--- src/rtl/fpred_pkg.sv ---
package fpred_pkg;

   typedef logic [1:0] ctr_t;

   localparam ctr_t CTR_SNT = 2'b00;
   localparam ctr_t CTR_WNT = 2'b01;
   localparam ctr_t CTR_WT  = 2'b10;
   localparam ctr_t CTR_ST  = 2'b11;

   // saturating step of a direction counter
   function automatic ctr_t ctr_step(input ctr_t cur, input logic taken);
      ctr_t nxt;
      if (taken) nxt = (cur == CTR_ST)  ? CTR_ST  : cur + 2'd1;
      else       nxt = (cur == CTR_SNT) ? CTR_SNT : cur - 2'd1;
      return nxt;
   endfunction

endpackage

--- src/rtl/fpred_dir_table.sv ---
module fpred_dir_table
   import fpred_pkg::*;
#(
   parameter int ENTRIES = 64,
   parameter int IDX_W   = $clog2(ENTRIES)
) (
   input  logic             clk,
   input  logic             rst_n,
   input  logic [IDX_W-1:0] rd_idx,
   output ctr_t             rd_ctr,
   input  logic             wr_en,
   input  logic [IDX_W-1:0] wr_idx,
   input  logic             wr_taken
);

   ctr_t tbl [ENTRIES];

   always_ff @(posedge clk or negedge rst_n) begin
      if (!rst_n) begin
         for (int i = 0; i < ENTRIES; i++) tbl[i] <= CTR_WNT;
      end else if (wr_en) begin
         tbl[wr_idx] <= ctr_step(tbl[wr_idx], wr_taken);
      end
   end

   // lookup sees the registered state, so a same-cycle write is invisible
   assign rd_ctr = tbl[rd_idx];

endmodule

--- src/rtl/fpred_tgt_cache.sv ---
module fpred_tgt_cache #(
   parameter int ENTRIES = 16,
   parameter int IDX_W   = $clog2(ENTRIES),
   parameter int TAG_W   = 8,
   parameter int PC_W    = 32
) (
   input  logic             clk,
   input  logic             rst_n,
   input  logic [IDX_W-1:0] rd_idx,
   input  logic [TAG_W-1:0] rd_tag,
   output logic             rd_hit,
   output logic [PC_W-1:0]  rd_target,
   input  logic             wr_en,
   input  logic [IDX_W-1:0] wr_idx,
   input  logic [TAG_W-1:0] wr_tag,
   input  logic [PC_W-1:0]  wr_target
);

   logic [ENTRIES-1:0] ent_vld;
   logic [TAG_W-1:0]   ent_tag [ENTRIES];
   logic [PC_W-1:0]    ent_tgt [ENTRIES];

   for (genvar e = 0; e < ENTRIES; e++) begin : g_ent
      logic             sel;
      logic             vld_q;
      logic [TAG_W-1:0] tag_q;
      logic [PC_W-1:0]  tgt_q;

      assign sel = wr_en && (wr_idx == IDX_W'(e));

      always_ff @(posedge clk or negedge rst_n) begin
         if (!rst_n)   vld_q <= 1'b0;
         else if (sel) vld_q <= 1'b1;
      end

      always_ff @(posedge clk) begin
         if (sel) begin
            tag_q <= wr_tag;
            tgt_q <= wr_target;
         end
      end

      assign ent_vld[e] = vld_q;
      assign ent_tag[e] = tag_q;
      assign ent_tgt[e] = tgt_q;
   end

   assign rd_hit    = ent_vld[rd_idx] && (ent_tag[rd_idx] == rd_tag);
   assign rd_target = ent_tgt[rd_idx];

endmodule

--- src/rtl/fpred_resolve.sv ---
module fpred_resolve #(
   parameter int PC_W = 32
) (
   input  logic            res_valid,
   input  logic [PC_W-1:0] res_pc,
   input  logic            res_taken,
   input  logic [PC_W-1:0] res_target,
   input  logic [PC_W-1:0] res_pred_npc,
   output logic            mispredict,
   output logic [PC_W-1:0] redirect_pc
);

   localparam logic [PC_W-1:0] STEP = PC_W'(4);

   logic [PC_W-1:0] good_npc;

   always_comb begin
      good_npc    = res_taken ? res_target : (res_pc + STEP);
      redirect_pc = good_npc;
      mispredict  = res_valid && (good_npc != res_pred_npc);
   end

endmodule

--- src/rtl/fpred_unit.sv ---
module fpred_unit
   import fpred_pkg::*;
#(
   parameter int PC_W        = 32,
   parameter int DIR_ENTRIES = 64,
   parameter int TGT_ENTRIES = 16,
   parameter int TAG_W       = 8
) (
   input  logic            clk,
   input  logic            rst_n,
   input  logic [PC_W-1:0] fetch_pc,
   output logic            pred_taken,
   output logic [PC_W-1:0] pred_next_pc,
   input  logic            res_valid,
   input  logic [PC_W-1:0] res_pc,
   input  logic            res_taken,
   input  logic [PC_W-1:0] res_target,
   input  logic [PC_W-1:0] res_pred_npc,
   output logic            mispredict,
   output logic [PC_W-1:0] redirect_pc
);

   localparam int DIR_IDX_W = $clog2(DIR_ENTRIES);
   localparam int TGT_IDX_W = $clog2(TGT_ENTRIES);
   localparam int IDX_LO    = 2;
   localparam int TAG_LO    = IDX_LO + TGT_IDX_W;
   localparam logic [PC_W-1:0] STEP = PC_W'(4);

   if ((1 << DIR_IDX_W) != DIR_ENTRIES || (1 << TGT_IDX_W) != TGT_ENTRIES) begin : g_bad_depth
      $error("fpred_unit: table depths must be powers of two");
   end
   if (PC_W < TAG_LO + TAG_W || PC_W < IDX_LO + DIR_IDX_W) begin : g_bad_width
      $error("fpred_unit: PC_W too narrow for index and tag fields");
   end
   if (TAG_W < 1 || DIR_ENTRIES < 2 || TGT_ENTRIES < 2) begin : g_bad_size
      $error("fpred_unit: tag width and table depths out of range");
   end

   // fetch side fields
   logic [DIR_IDX_W-1:0] f_dir_idx;
   logic [TGT_IDX_W-1:0] f_tgt_idx;
   logic [TAG_W-1:0]     f_tag;
   // resolve side fields
   logic [DIR_IDX_W-1:0] r_dir_idx;
   logic [TGT_IDX_W-1:0] r_tgt_idx;
   logic [TAG_W-1:0]     r_tag;

   assign f_dir_idx = fetch_pc[IDX_LO +: DIR_IDX_W];
   assign f_tgt_idx = fetch_pc[IDX_LO +: TGT_IDX_W];
   assign f_tag     = fetch_pc[TAG_LO +: TAG_W];
   assign r_dir_idx = res_pc[IDX_LO +: DIR_IDX_W];
   assign r_tgt_idx = res_pc[IDX_LO +: TGT_IDX_W];
   assign r_tag     = res_pc[TAG_LO +: TAG_W];

   ctr_t            dir_ctr;
   logic            tgt_hit;
   logic [PC_W-1:0] tgt_addr;

   fpred_dir_table #(
      .ENTRIES (DIR_ENTRIES),
      .IDX_W   (DIR_IDX_W)
   ) u_dir (
      .clk      (clk),
      .rst_n    (rst_n),
      .rd_idx   (f_dir_idx),
      .rd_ctr   (dir_ctr),
      .wr_en    (res_valid),
      .wr_idx   (r_dir_idx),
      .wr_taken (res_taken)
   );

   fpred_tgt_cache #(
      .ENTRIES (TGT_ENTRIES),
      .IDX_W   (TGT_IDX_W),
      .TAG_W   (TAG_W),
      .PC_W    (PC_W)
   ) u_tgt (
      .clk       (clk),
      .rst_n     (rst_n),
      .rd_idx    (f_tgt_idx),
      .rd_tag    (f_tag),
      .rd_hit    (tgt_hit),
      .rd_target (tgt_addr),
      .wr_en     (res_valid && res_taken),
      .wr_idx    (r_tgt_idx),
      .wr_tag    (r_tag),
      .wr_target (res_target)
   );

   fpred_resolve #(
      .PC_W (PC_W)
   ) u_res (
      .res_valid    (res_valid),
      .res_pc       (res_pc),
      .res_taken    (res_taken),
      .res_target   (res_target),
      .res_pred_npc (res_pred_npc),
      .mispredict   (mispredict),
      .redirect_pc  (redirect_pc)
   );

   always_comb begin
      pred_taken   = tgt_hit && dir_ctr[1];
      pred_next_pc = pred_taken ? tgt_addr : (fetch_pc + STEP);
   end

endmodule

--- config.mk ---
export PLATFORM = sky130hd
export DESIGN_NAME = fpred_unit
export DESIGN_NICKNAME = d
export VERILOG_FILES = /design/src/rtl/fpred_pkg.sv /design/src/rtl/fpred_dir_table.sv /design/src/rtl/fpred_tgt_cache.sv /design/src/rtl/fpred_resolve.sv /design/src/rtl/fpred_unit.sv
export SDC_FILE = /design/constraint.sdc
export NUM_CORES = 1
export LEC_CHECK = 0
export BUFFER_PORTS_ARGS = -buffer_cell sky130_fd_sc_hd__buf_2
export CAP_MARGIN = 20
export CORE_ASPECT_RATIO = 2
export CORE_MARGIN = 10
export CORE_UTILIZATION = 50
export CTS_CLUSTER_DIAMETER = 40
export DETAILED_ROUTE_END_ITERATION = 10
export GPL_TIMING_DRIVEN = 0
export PLACE_DENSITY = 0.78
export SYNTH_ARGS = -nofsm -noshare
export SYNTH_HDL_FRONTEND = slang
export SYNTH_SLANG_ARGS = --single-unit
--- constraint.sdc ---
create_clock -name clk -period 10.5 [get_ports clk]
set_input_delay 2.1 -clock clk [delete_from_list [all_inputs] [get_ports clk]]
set_output_delay 2.1 -clock clk [all_outputs]
set_load 0.1 [all_outputs]
# Word-level counts from Yosys, hierarchy flattened
# Cells that the tools add are included.
op_classes:
  n_shift: 0
  n_reduce_logical: 23
  bitwise: 3
  multipliers: 0
  addsub: 4
  n_lt_le_gt_ge: 5
  eq_ne: 18
  n_div: 0
  n_mux: 23
ops:
  columns: ["operator", "n"]
  rows:
  - ["$bmux 32 s4", 1]
  - ["$bwmux 128", 1]
  - ["$mux 32", 4]
  - ["$add 32x3->32 const B", 2]
  - ["$bmux 8 s4", 1]
  - ["$eq 4x4->1 const B", 8]
  - ["$ne 32x32->1", 1]
  - ["$bmux 2 s6", 2]
  - ["$logic_and 1x1->1", 21]
  - ["$mux 2", 9]
  - ["$eq 4x3->1 const B", 4]
  - ["$mux 8", 2]
  - ["$ge 7x7->1 const B", 2]
  - ["$not 6->7", 2]
  - ["$demux 2 s6", 1]
  - ["$eq 4x2->1 const B", 2]
  - ["$eq 8x8->1", 1]
  - ["$lt 7x1->1 const B", 1]
  - ["$ge 5x5->1 const B", 1]
  - ["$lt 4x5->1 const B", 1]
  - ["$not 4->5", 1]
  - ["$bmux 1 s4", 1]
  - ["$eq 4x1->1 const B", 1]
  - ["$logic_not 4->1", 1]
  - ["other kinds (5)", 5]
word_totals:
  output_inout_bits: 66
  ram_bits: 0
  latchBits: 0
  reg_bits: 784
  rom_bits: 0
  word_cells: 188
  mem_count: 0

# Longest topological paths before layout
# Gate-level depths: netlist of the first run.
logic_depth:
  ltp_word: 9
  depth_mapped: 13
  mapped_depth_nobuf: 9

# Hierarchy
# Synthesis of the first run repeated with hierarchy kept, for this count alone.
hier_totals:
  cells_unflattened: 2211
  hier_area_um2: 35363.9
by_module_without_submodules:
  columns: ["module", "cells_each", "n_inst", "area_per_inst_um2"]
  rows:
  - ["fpred_tgt_cache", 984, 1, 24866.3]
  - ["fpred_dir_table", 710, 1, 7176.9]
  - ["fpred_resolve", 339, 1, 2292.2]
  - ["fpred_unit", 178, 1, 1028.5]

# Worst setup path before layout of the first run
# No wires, ideal clock.
synth_timing:
  path_kind: "input -> output"
  startpoint: "input port res_pc[4]"
  endpoint: "output port mispredict"
  arrival_ps: 7121
  slack_ps: 1279
  required_time_ps: 8400
  stages: 11
  cell_sequence: "buf_2 and3_4 buf_6 buf_6 nand4_4 mux2i_1 o21ai_0 xor2_1 a211o_1 a2111oi_1 a31oi_1"
synth_between:
  elab_chain_cells: 4
synth_rtl:
  columns: ["element", "line_no", "source"]
  rows:
  - ["start, declared", "fpred_unit.sv:15", "input logic [PC_W-1:0] res_pc,"]
  - ["$add 32x3->32", "fpred_resolve.sv:18", "good_npc = res_taken ? res_target : (res_pc + STEP);"]
  - ["$mux 32", "fpred_resolve.sv:18", null]
  - ["net redirect_pc[19]", "fpred_unit.sv:20", "output logic [PC_W-1:0] redirect_pc"]
  - ["$ne 32x32->1", "fpred_resolve.sv:20", "mispredict = res_valid && (good_npc != res_pred_npc);"]
  - ["$logic_and 1x1->1", "fpred_resolve.sv:20", null]
  - ["end, declared", "fpred_unit.sv:19", "output logic mispredict,"]
# The timed path passes the listed nets, and every way through them passes these cells.

# Final worst setup path of the first run
layout_timing:
  startpoint: "input port fetch_pc[3]"
  endpoint: "output port pred_next_pc[8]"
layout_between:
  elab_chain_cells: 8
  elab_cells_between_ends: 18
layout_rtl:
  columns: ["element", "line_no", "source"]
  rows:
  - ["start, declared", "fpred_unit.sv:11", "input logic [PC_W-1:0] fetch_pc,"]
  - ["$not 4->5 (implied by the code)", "fpred_tgt_cache.sv:48, fpred_tgt_cache.sv:49", null]
  - ["$bmux 8 s4", "fpred_tgt_cache.sv:48", "assign rd_hit = ent_vld[rd_idx] && (ent_tag[rd_idx] == rd_tag);"]
  - ["$mux 8 (implied by the code) (2 in series)", "fpred_tgt_cache.sv:48", null]
  - ["$eq 8x8->1", "fpred_tgt_cache.sv:48", null]
  - ["$logic_and 1x1->1", "fpred_tgt_cache.sv:48", null]
  - ["$logic_and 1x1->1", "fpred_unit.sv:103", "pred_taken = tgt_hit && dir_ctr[1];"]
  - ["$mux 32 *", "fpred_unit.sv:104", "pred_next_pc = pred_taken ? tgt_addr : (fetch_pc + STEP);"]
  - ["end, declared", "fpred_unit.sv:13", "output logic [PC_W-1:0] pred_next_pc,"]
# Every way passes the cells marked *; elsewhere a longest branch is shown, timed or not. The select of a mux whose other input is x is not followed.

==> run metrics, run 1 <==
Top delay family on crit path=buffers and inverters; Syn Nets=2091; sequential area share after synthesis=66.3%; CP startpoint kind=input port; Remaining Overflow, GRT=0; largest net degree at the start of global routing=101; commonest cells in the netlist=edfxtp_1 (640), mux4_2 (216), mux2_2 (132); clk root buf=clkbuf_16; Tmin final=roughly 9000 ps; CTS tree=done; # H-tree levels=3; worst slew pin tran=1190 ps; Max stage delay on crit path=between 700 and 800 ps; Reg area=approximately 23000 um^2; final wirelength=111000 um; top-count cell post-synth=edfxtp_1; layout cells sized above 1=between 30% and 40%; Max Freq=roughly 110 MHz; Max Cap Violations=0; first-pass GRT wire length=around 160000 um; Nets=2400; RePlAce Congestion=1.02; vias in the first global route=between 20000 and 25000; Residual DRC=0; Bufs and invs on worst path=8; post-route antenna net violation count=0; initial antenna violation count=23; post-synth top area cell=edfxtp_1; EDFF count, synth=640; Unique masters post-synth=78; Detail Placement HPWL=79900 um; Top FF cell, synth=edfxtp_1; Die Width=approximately 210 um; Pins Over Slew Limit=0; clk_lat worst skew=roughly 630 ps; Worst VDD drop=around 0.13 mV; critical-path cell list=buf_2 -> buf_2 -> buf_2 -> buf_2 -> buf_2 -> clkbuf_1 -> clkbuf_1 -> mux4_2 -> mux4_2 -> mux2_4 -> buf_2; asr flop ratio synth=18.4%; worst path arrival time=~7000 ps; Filler Cell Count=a little over 5000; cell mode on critical path=buf_2; Cell Area, Synth=34600 um^2; Hold Buf Count CTS=0; min-delay worst type=flop to flop; YS warnings=0; status=completed; Area Growth Syn to Fin=15.1%; Setup TNS=0 ps; core area=just under 70000 um^2; PortBufs=roughly 190; area share of the largest cell type after synthesis=55.6%; final hold vios=0; DR pass1 iterations=6; Cells after Synth=a little under 2000; clock tree buffer depth=3; Reg clk slew, reported paths=about 70 ps; WS Path Type=input port to output pin; Cell Rows=around 140; IO Count=between 150 and 200; Max FO, Critical Path=10; largest cells by area after synthesis=edfxtp_1 (56%), mux4_2 (14%), dfrtp_1 (5.8%); multi-input logic area=around 11000 um^2; CTS sink cnt=784; final worst clock skew=19.6 ps; via count=21000; Fin Hold WS=~470 ps; Setup crit end kind=output pin; overall die height=a little under 400 um; max-slew headroom at the worst pin=a little under a fifth; GRT Total Usage=~27%; Post-CTS Setup Bufs=0; Req. time, crit path=around 8400 ps; Pwr per Cell Area=between 150 and 200 nW/um^2; Leakage Power=0.0138 uW; Iter 0 DRT Violations=2196; die area=a little over 80000 um^2; Initial Utilization=~50%; Routed WL per cell=~34 um; Resize count post-CTS=0; routed vias/inst=~6.5; RSZ-0062 raised after global routing=false; synthesis-stage register bit count=roughly 780; Avg Cell Area, Syn=roughly 18 um^2; number of buffers created by CTS=67; slowest stage cell, crit path=clkbuf_1; final period utilization=86.4%; Setup violations, final=0
## layer usage
metal / routed length, um / vias up / global-route usage, %
met2: 56000 / 1342 / 46.1
met5: 172 / - / 0
li1: - / 8483 / -
met4: 7300 / 28 / 16.7
met1: 36400 / 10800 / 30.3
met3: 10700 / 396 / 7.70
## power breakdown
group	leakage, uW	internal, uW	switching [uW]
Combinational	0.00517	249	495
Clock	0.00109	1440	1110
Sequential	0.00750	3480	44.7
Total	0.0138	5160	1650
## sequential cells by signal, indices dropped and copies added, names as in the netlist
register / count
u_tgt.g_ent.tgt_q: 512
u_tgt.g_ent.vld_q: 16
u_dir.tbl: 128
u_tgt.g_ent.tag_q: 128
## final timing paths
path	from	to	slack [ps]	depth (start not counted)
hold / removal	u_tgt.g_ent[13].vld_q	u_tgt.g_ent[13].vld_q	470	1
min in group asynchronous	rst_n	u_dir.tbl[57]	1400	1
setup / recovery	fetch_pc[3]	pred_next_pc[8]	1430	11
setup reg to reg	u_dir.tbl[4]	u_dir.tbl[38]	6700	8
hold reg to reg	u_tgt.g_ent[13].vld_q	u_tgt.g_ent[13].vld_q	470	1
max in group asynchronous	rst_n	u_dir.tbl[23]	8210	2
## through the flow
stage | cell area [um^2] | worst slack, ps | total power, uW | cells | util [%]
finish | 39800 | 1430 | 6810 | 3221 | 58.0
global route | 39700 | 1430 | 6990 | 3211 | 58.0
CTS | 39700 | 1480 | 6830 | 3208 | 57.9
detailed placement | 37500 | 1510 | 4320 | 3090 | 54.7
global placement | 36600 | -1350 | 4290 | 3040 | 53.4
floorplan | 34600 | 1280 | 4030 | 1954 | -
## logic make-up (layout without fill, tap and decap cells)
group	count (synthesis)	after routing	share of synthesized area [%]
adders and majority gates	7	7	0.243
AOI/OAI and AO/OA	182	182	3.71
buffers and inverters	134	492	1.77
and+or+nand+nor	351	351	5.27
xor gates and xnor gates	95	95	2.41
other	0	12	0
DFF	784	784	66.3
muxes	401	401	20.3
## area by class of cell
cell class / count / share of cell area (%)
well taps: 897 / 2.82
plain buffers: 114 / 1.35
multi-input cells: 1036 / 28.1
flip-flops and latches: 784 / 57.6
clock inverters: 38 / 1.05
clock buffers: 80 / 4.55
inverters: 20 / 0.189
diodes: 12 / 0.0755
repair buffers: 240 / 4.31
## placed cells by master, fill, tap and decap left out, types with 8 or more instances in the layout
master,n
edfxtp_1,640
xnor2_1,62
a22oi_1,41
o21ai_1,9
o21ai_0,27
nand2b_1,11
and3_1,19
clkbuf_1,69
dfrtp_1,80
a22o_1,12
clkbuf_16,71
nor4_1,8
mux4_2,216
buf_6,34
clkinv_1,11
nor2_4,11
clkinv_2,12
or2_2,17
mux2_2,132
buf_12,18
mux2_4,28
a21oi_1,22
nor3_1,14
diode_2,12
inv_1,15
a221oi_1,12
dfstp_2,64
xor2_1,33
buf_2,220
nor2_1,71
nand3_1,33
nand2_1,94
nand4_1,16
and4_1,8
buf_1,11
a31oi_1,18
bufinv_16,8
and2_1,9
mux2i_1,22
No activity file was read; power rests on OpenSTA's default activity.
==> run 2, diff against run 1 <==
BUFFER_PORTS_ARGS = -buffer_cell sky130_fd_sc_hd__clkbuf_2   (was -buffer_cell sky130_fd_sc_hd__buf_2)
==> run 2 against run 1 <==
Clock skew is 19 ps higher. Worst setup slack worse by 50 ps. Sequential share of layout area is 0.36 points lower. Die area stayed put. Core utilization is 0.36 points higher. Largest cell class unchanged. Count of clock-buffer cells in the layout is 5 higher. Final area is 0.63% higher. Global-route usage is 0.22 points higher. Power is 2.9% higher.
==> run metrics, run 2 (synthesis results as in run 1) <==
Tmin final=9120 ps (+50.1 ps); worst path arrival time=7020 ps (+50 ps); core area=68600 um^2 (unchanged); status=completed; Max Freq=110 MHz (-0.55%); GRT Total Usage=27.6% (+0.22 points); final wirelength=111000 um (+0.10%); Area Growth Syn to Fin=15.8%; commonest cells after routing, fill and taps aside=edfxtp_1 (640), mux4_2 (216), clkbuf_2 (188); first-pass GRT wire length=157000 um (+1.1%); Setup violations, final=0 (unchanged); Hold Buf Count CTS=0 (unchanged); layout cells sized above 1=38.3% (+0.48 points); RePlAce Congestion=1.01 (-1.5%); routed vias/inst=6.50 (-0.52%); Cell Rows=136 (unchanged); Reg clk slew, reported paths=70 ps (about the same); R2R cell count=8 (unchanged); final worst clock skew=38.9 ps (+19.3 ps); worst r2r src=u_dir.tbl[36]; worst setup margin=1380 ps (-50.1 ps); CP startpoint kind=input port; r2r endpoint=u_dir.tbl[18]; Hold Crit Depth=1 (unchanged); biggest regs=u_tgt.g_ent.tgt_q x512, u_dir.tbl x128, u_tgt.g_ent.tag_q x128; Final Instance Area=40000 um^2 (+0.63%); Worst VDD drop=0.121 mV (-4.7%); Fin Hold WS=470 ps (-2.56 ps); Detail Placement HPWL=79400 um (-0.54%); clock tree buffer depth=3 (unchanged); Post-CTS Setup Bufs=0 (unchanged); Req. time, crit path=8400 ps (about the same); die area=80700 um^2 (unchanged); final period utilization=86.9% (+0.48 points); number of buffers created by CTS=71 (+6.0%); Routed WL per cell=34.2 um (-0.30%); utilization after layout=58.4% (+0.36 points); Pins Over Slew Limit=0 (unchanged); # H-tree levels=3 (unchanged); hold_sp=u_tgt.g_ent[3].vld_q; final hold vios=0 (unchanged); Leakage Power=0.0139 uW (+1.0%); min-delay worst type=flop to flop; Iter 0 DRT Violations=2233 (+1.7%); post-route antenna net violation count=0 (unchanged); Die Width=206 um (unchanged); clk root buf=clkbuf_16; area post-placement=37500 um^2 (about the same); Max Cap Violations=0 (unchanged); Remaining Overflow, GRT=0 (unchanged); commonest non-fill, non-tap cell in the layout=edfxtp_1; via count=21000 (-0.12%); R2R Setup Slk=6900 ps (+200 ps); worst slew pin tran=1180 ps (-12.6 ps); Setup crit end kind=output pin; IO Count=198 (unchanged); max-slew headroom at the worst pin=21.3% (+2.9 points); Setup crit start=fetch_pc[3]; clk_lat worst skew=640 ps (about the same); Place WS=1470 ps (-34.3 ps); WS Path Type=input port to output pin; Pwr per Cell Area=175 nW/um^2 (+2.3%); WHS Endpoint=u_tgt.g_ent[3].vld_q; CTS sink cnt=784 (unchanged); CTS tree=done; largest net degree at the start of global routing=105 (+4.0%); Residual DRC=0 (unchanged); overall die height=392 um (unchanged); initial antenna violation count=27 (+17%); Reg with most FFs=u_tgt.g_ent.tgt_q; vias in the first global route=22100 (+0.63%); max reg flops=512 (unchanged); Resize count post-CTS=0 (unchanged); Max FO, Critical Path=10 (unchanged); Filler Cell Count=5086 (-0.82%); RSZ-0062 raised after global routing=false; PortBufs=189 (unchanged); Nets=2404 (+0.17%); DR pass1 iterations=5 (-1); Design Power=7010 uW (+2.9%); Initial Utilization=50.4% (unchanged)
==> run 2: changes by cell type in the layout (fill, tap and decap cells not counted), sizes merged <==
cell,previous run,this run
buf,294,105
inv,23,26
diode,12,15
clkbuf,140,334
clkinvlp,3,5
clkinv,24,22
bufinv,8,10
==> run 2: cell type report <==
cell class,count,area (um^2),share of cell area [%]
tap,897,1120,2.80
timing repair buffer,240,1710,4.28
antenna,15,37.5,0.0938
sequential,784,22900,57.2
multi-input combinational,1036,11200,27.9
clock inverter,43,579,1.45
clock buffer,85,1890,4.73
buffer,114,536,1.34
inverter,20,75.1,0.188
==> run 2: through the flow <==
step | std cells | setup TNS (ps)
2_1_floorplan | 1954 | 0
3_3_place_gp | 3040 | -199410
3_5_place_dp | 3089 | 0
4_1_cts | 3217 | 0
5_1_grt | 3221 | 0
6_report | 3234 | 0
==> run 2: worst max path at each step <==
stage	to	cells past startpoint	slack, ps
5_1_grt	pred_next_pc[8]	11	1410
3_3_place_gp	u_tgt.g_ent[2].vld_q	7	-1120
6_report	pred_next_pc[8]	11	1380
3_5_place_dp	pred_next_pc[8]	11	1470
2_1_floorplan	mispredict	11	1280
4_1_cts	pred_next_pc[8]	11	1450
==> run 2: power by group <==
group          total (uW)  switching (uW)  internal (uW)
Clock                2750            1180           1560
Sequential           3520            44.6           3480
Combinational         744             497            248
==> run 2: layer usage <==
| metal | global-route usage (%) | vias to the layer above | part of all wire (%) |
|---|---|---|---|
| li1 | - | 8488 | - |
| met1 | 30.4 | 10800 | 33 |
| met2 | 46.9 | 1284 | 51 |
| met4 | 15.9 | 26 | 6.2 |
| met3 | 8.06 | 369 | 9.8 |
| met5 | 0 | - | 0.19 |
==> run 2: critical path, stage by stage <==
cell	delay (ps)
clkbuf_2	140
buf_2	380
buf_2	410
buf_2	420
buf_2	420
clkbuf_1	640
clkbuf_1	860
mux4_2	420
mux4_2	510
mux2_4	320
clkbuf_2	380
==> run 3, diff against run 2 <==
RECOVER_POWER = 50   (was default)
==> run 3 against run 2 <==
The run now ends with max-capacitance violations, max-slew violations left. Cell count hardly changed. Global-route usage stayed put. Register-to-register slack hardly changed. Highest routed layer unchanged.
==> run metrics, run 3 (synthesis results as in run 1) <==
Worst VDD drop=0.121 mV (+0.16%); worst path arrival time=7020 ps (about the same); biggest regs=u_tgt.g_ent.tgt_q x512, u_dir.tbl x128, u_tgt.g_ent.tag_q x128; cell mode on critical path=buf_2; number of buffers created by CTS=71 (unchanged); core area=68600 um^2 (unchanged); CTS tree=done; Req. time, crit path=8400 ps (about the same); DR pass1 iterations=6 (+1); worst setup margin=1380 ps (+5.21 ps); clock tree buffer depth=3 (unchanged); clk root buf=clkbuf_16; max reg flops=512 (unchanged); register share of total power=50.3% (about the same); WHS Endpoint=u_tgt.g_ent[3].vld_q; Setup crit end kind=output pin; initial antenna violation count=27 (unchanged); Initial Utilization=50.4% (unchanged); NetSw=1720 uW (about the same); r2r endpoint=u_dir.tbl[18]; Detail Placement HPWL=79400 um (unchanged); Tmin final=9120 ps (-5.21 ps); Remaining Overflow, GRT=0 (unchanged); critical-path cell list=clkbuf_2 -> buf_2 -> buf_2 -> buf_2 -> buf_2 -> clkbuf_1 -> clkbuf_1 -> mux4_2 -> mux4_2 -> mux2_4 -> clkbuf_2; final wirelength=111000 um (about the same); Net Sw Frac=24.6% (about the same); Resize count post-CTS=0 (unchanged); Die Width=206 um (unchanged); hold_sp=u_tgt.g_ent[3].vld_q; dpl cells=3089 (unchanged); R2R cell count=8 (unchanged); Hold Crit Depth=1 (unchanged); worst r2r src=u_dir.tbl[36]; vias in the first global route=22100 (unchanged); final period utilization=86.8% (about the same); routed vias/inst=6.52 (+0.35%); overall die height=392 um (unchanged); layout cells sized above 1=36.0% (-2.3 points); R2R Setup Slk=6900 ps (about the same); Setup violations, final=0 (unchanged); part of the power in combinational logic=10.5% (about the same); Reg clk slew, reported paths=70 ps (about the same); Max Cap Violations=4 (+4); commonest non-fill, non-tap cell in the layout=edfxtp_1; min-delay worst type=flop to flop; Post-CTS Setup Bufs=0 (unchanged); # H-tree levels=3 (unchanged); commonest cells after routing, fill and taps aside=edfxtp_1 (640), mux4_2 (216), clkbuf_2 (148); max-slew headroom at the worst pin=-281% (-300 points); CTS sink cnt=784 (unchanged); CP startpoint kind=input port; failing checks=max-capacitance violations, max-slew violations; Leakage Power=0.0137 uW (-1.2%); Finished Layout Cells=3231 (-0.093%); via count=21100 (+0.25%); Area Growth Syn to Fin=15.2%; RePlAce Congestion=1.01 (unchanged); clk_lat worst skew=640 ps (about the same); PortBufs=189 (unchanged); Residual DRC=0 (unchanged); status=finished, violations left; post-route antenna net violation count=0 (unchanged); IO Count=198 (unchanged); Cell Rows=136 (unchanged); Pint=5290 uW (about the same); largest net degree at the start of global routing=105 (unchanged); utilization after layout=58.1% (-0.28 points); Hold Buf Count CTS=0 (unchanged); die area=80700 um^2 (unchanged); Pins Over Slew Limit=189 (+189); final hold vios=0 (unchanged); Pwr per Cell Area=176 nW/um^2 (+0.43%); Max Freq=110 MHz (about the same); Place WS=1470 ps (unchanged); GRT Total Usage=27.6% (unchanged); Nets=2404 (unchanged); WS Path Type=input port to output pin; first-pass GRT wire length=157000 um (unchanged); RSZ-0062 raised after global routing=false; Routed WL per cell=34.3 um (+0.12%); Iter 0 DRT Violations=2209 (-1.1%); final worst clock skew=38.0 ps (-0.884 ps); slowest stage cell, crit path=clkbuf_1; worst slew pin tran=5710 ps (+4530 ps); Max stage delay on crit path=860 ps (about the same); Filler Cell Count=5119 (+0.65%); multi-input logic area=11100 um^2 (-0.38%); Clock Power Share=39.2% (about the same); Max FO, Critical Path=10 (unchanged); Reg area=22900 um^2 (unchanged); Reg with most FFs=u_tgt.g_ent.tgt_q
-- run 3: final cells by class --
cell class / instances / area share [%]
Clock inverter: 43 / 1.45
Timing Repair Buffer: 240 / 3.94
Multi-Input combinational cell: 1036 / 27.9
Antenna cell: 12 / 0.0754
Clock buffer: 85 / 4.75
Inverter: 20 / 0.189
Tap cell: 897 / 2.82
Buffer: 114 / 1.34
Sequential cell: 784 / 57.5
-- run 3: metal layers --
| layer | GRT usage [%] | vias to the layer above | part of all wire (%) |
|---|---|---|---|
| met5 | 0 | - | 0.16 |
| met4 | 15.9 | 24 | 6.2 |
| met3 | 8.06 | 375 | 10 |
| met2 | 46.9 | 1243 | 51 |
| met1 | 30.4 | 10900 | 33 |
| li1 | - | 8488 | - |
-- run 3: worst max path at each step --
stage / startpoint / endpoint / cells after the start
finish: fetch_pc[3] / pred_next_pc[8] / 11
global route: rst_n / u_dir.tbl[117] / 2
CTS: fetch_pc[3] / pred_next_pc[8] / 11
detailed placement: fetch_pc[3] / pred_next_pc[8] / 11
global placement: res_taken / u_tgt.g_ent[2].vld_q / 7
floorplan: res_pc[4] / mispredict / 11
-- run 3: power by group through the flow --
stage	Clock (uW)	Sequential, uW	Combinational [uW]
after floorplan	0	3570	464
after global placement	0	3580	706
after detailed placement	0	3590	735
after CTS	2770	3520	740
after global routing	2900	3530	772
final	2750	3520	738
-- run 3: per-stage QoR --
step | total power (uW) | TNS, ps | area [um^2] | hold WS [ps]
floorplan | 4030 | 0 | 34600 | 434
global placement | 4290 | -199410 | 36600 | 444
detailed placement | 4320 | 0 | 37500 | 453
CTS | 7030 | 0 | 39900 | 470
global route | 7200 | 0 | 39800 | 487
finish | 7010 | 0 | 39800 | 472
-- run 3: worst max-delay path, delay by kind of cell --
family / cells / cell delay (ps)
muxes: 3 / 1250
buffers and inverters: 8 / 3620
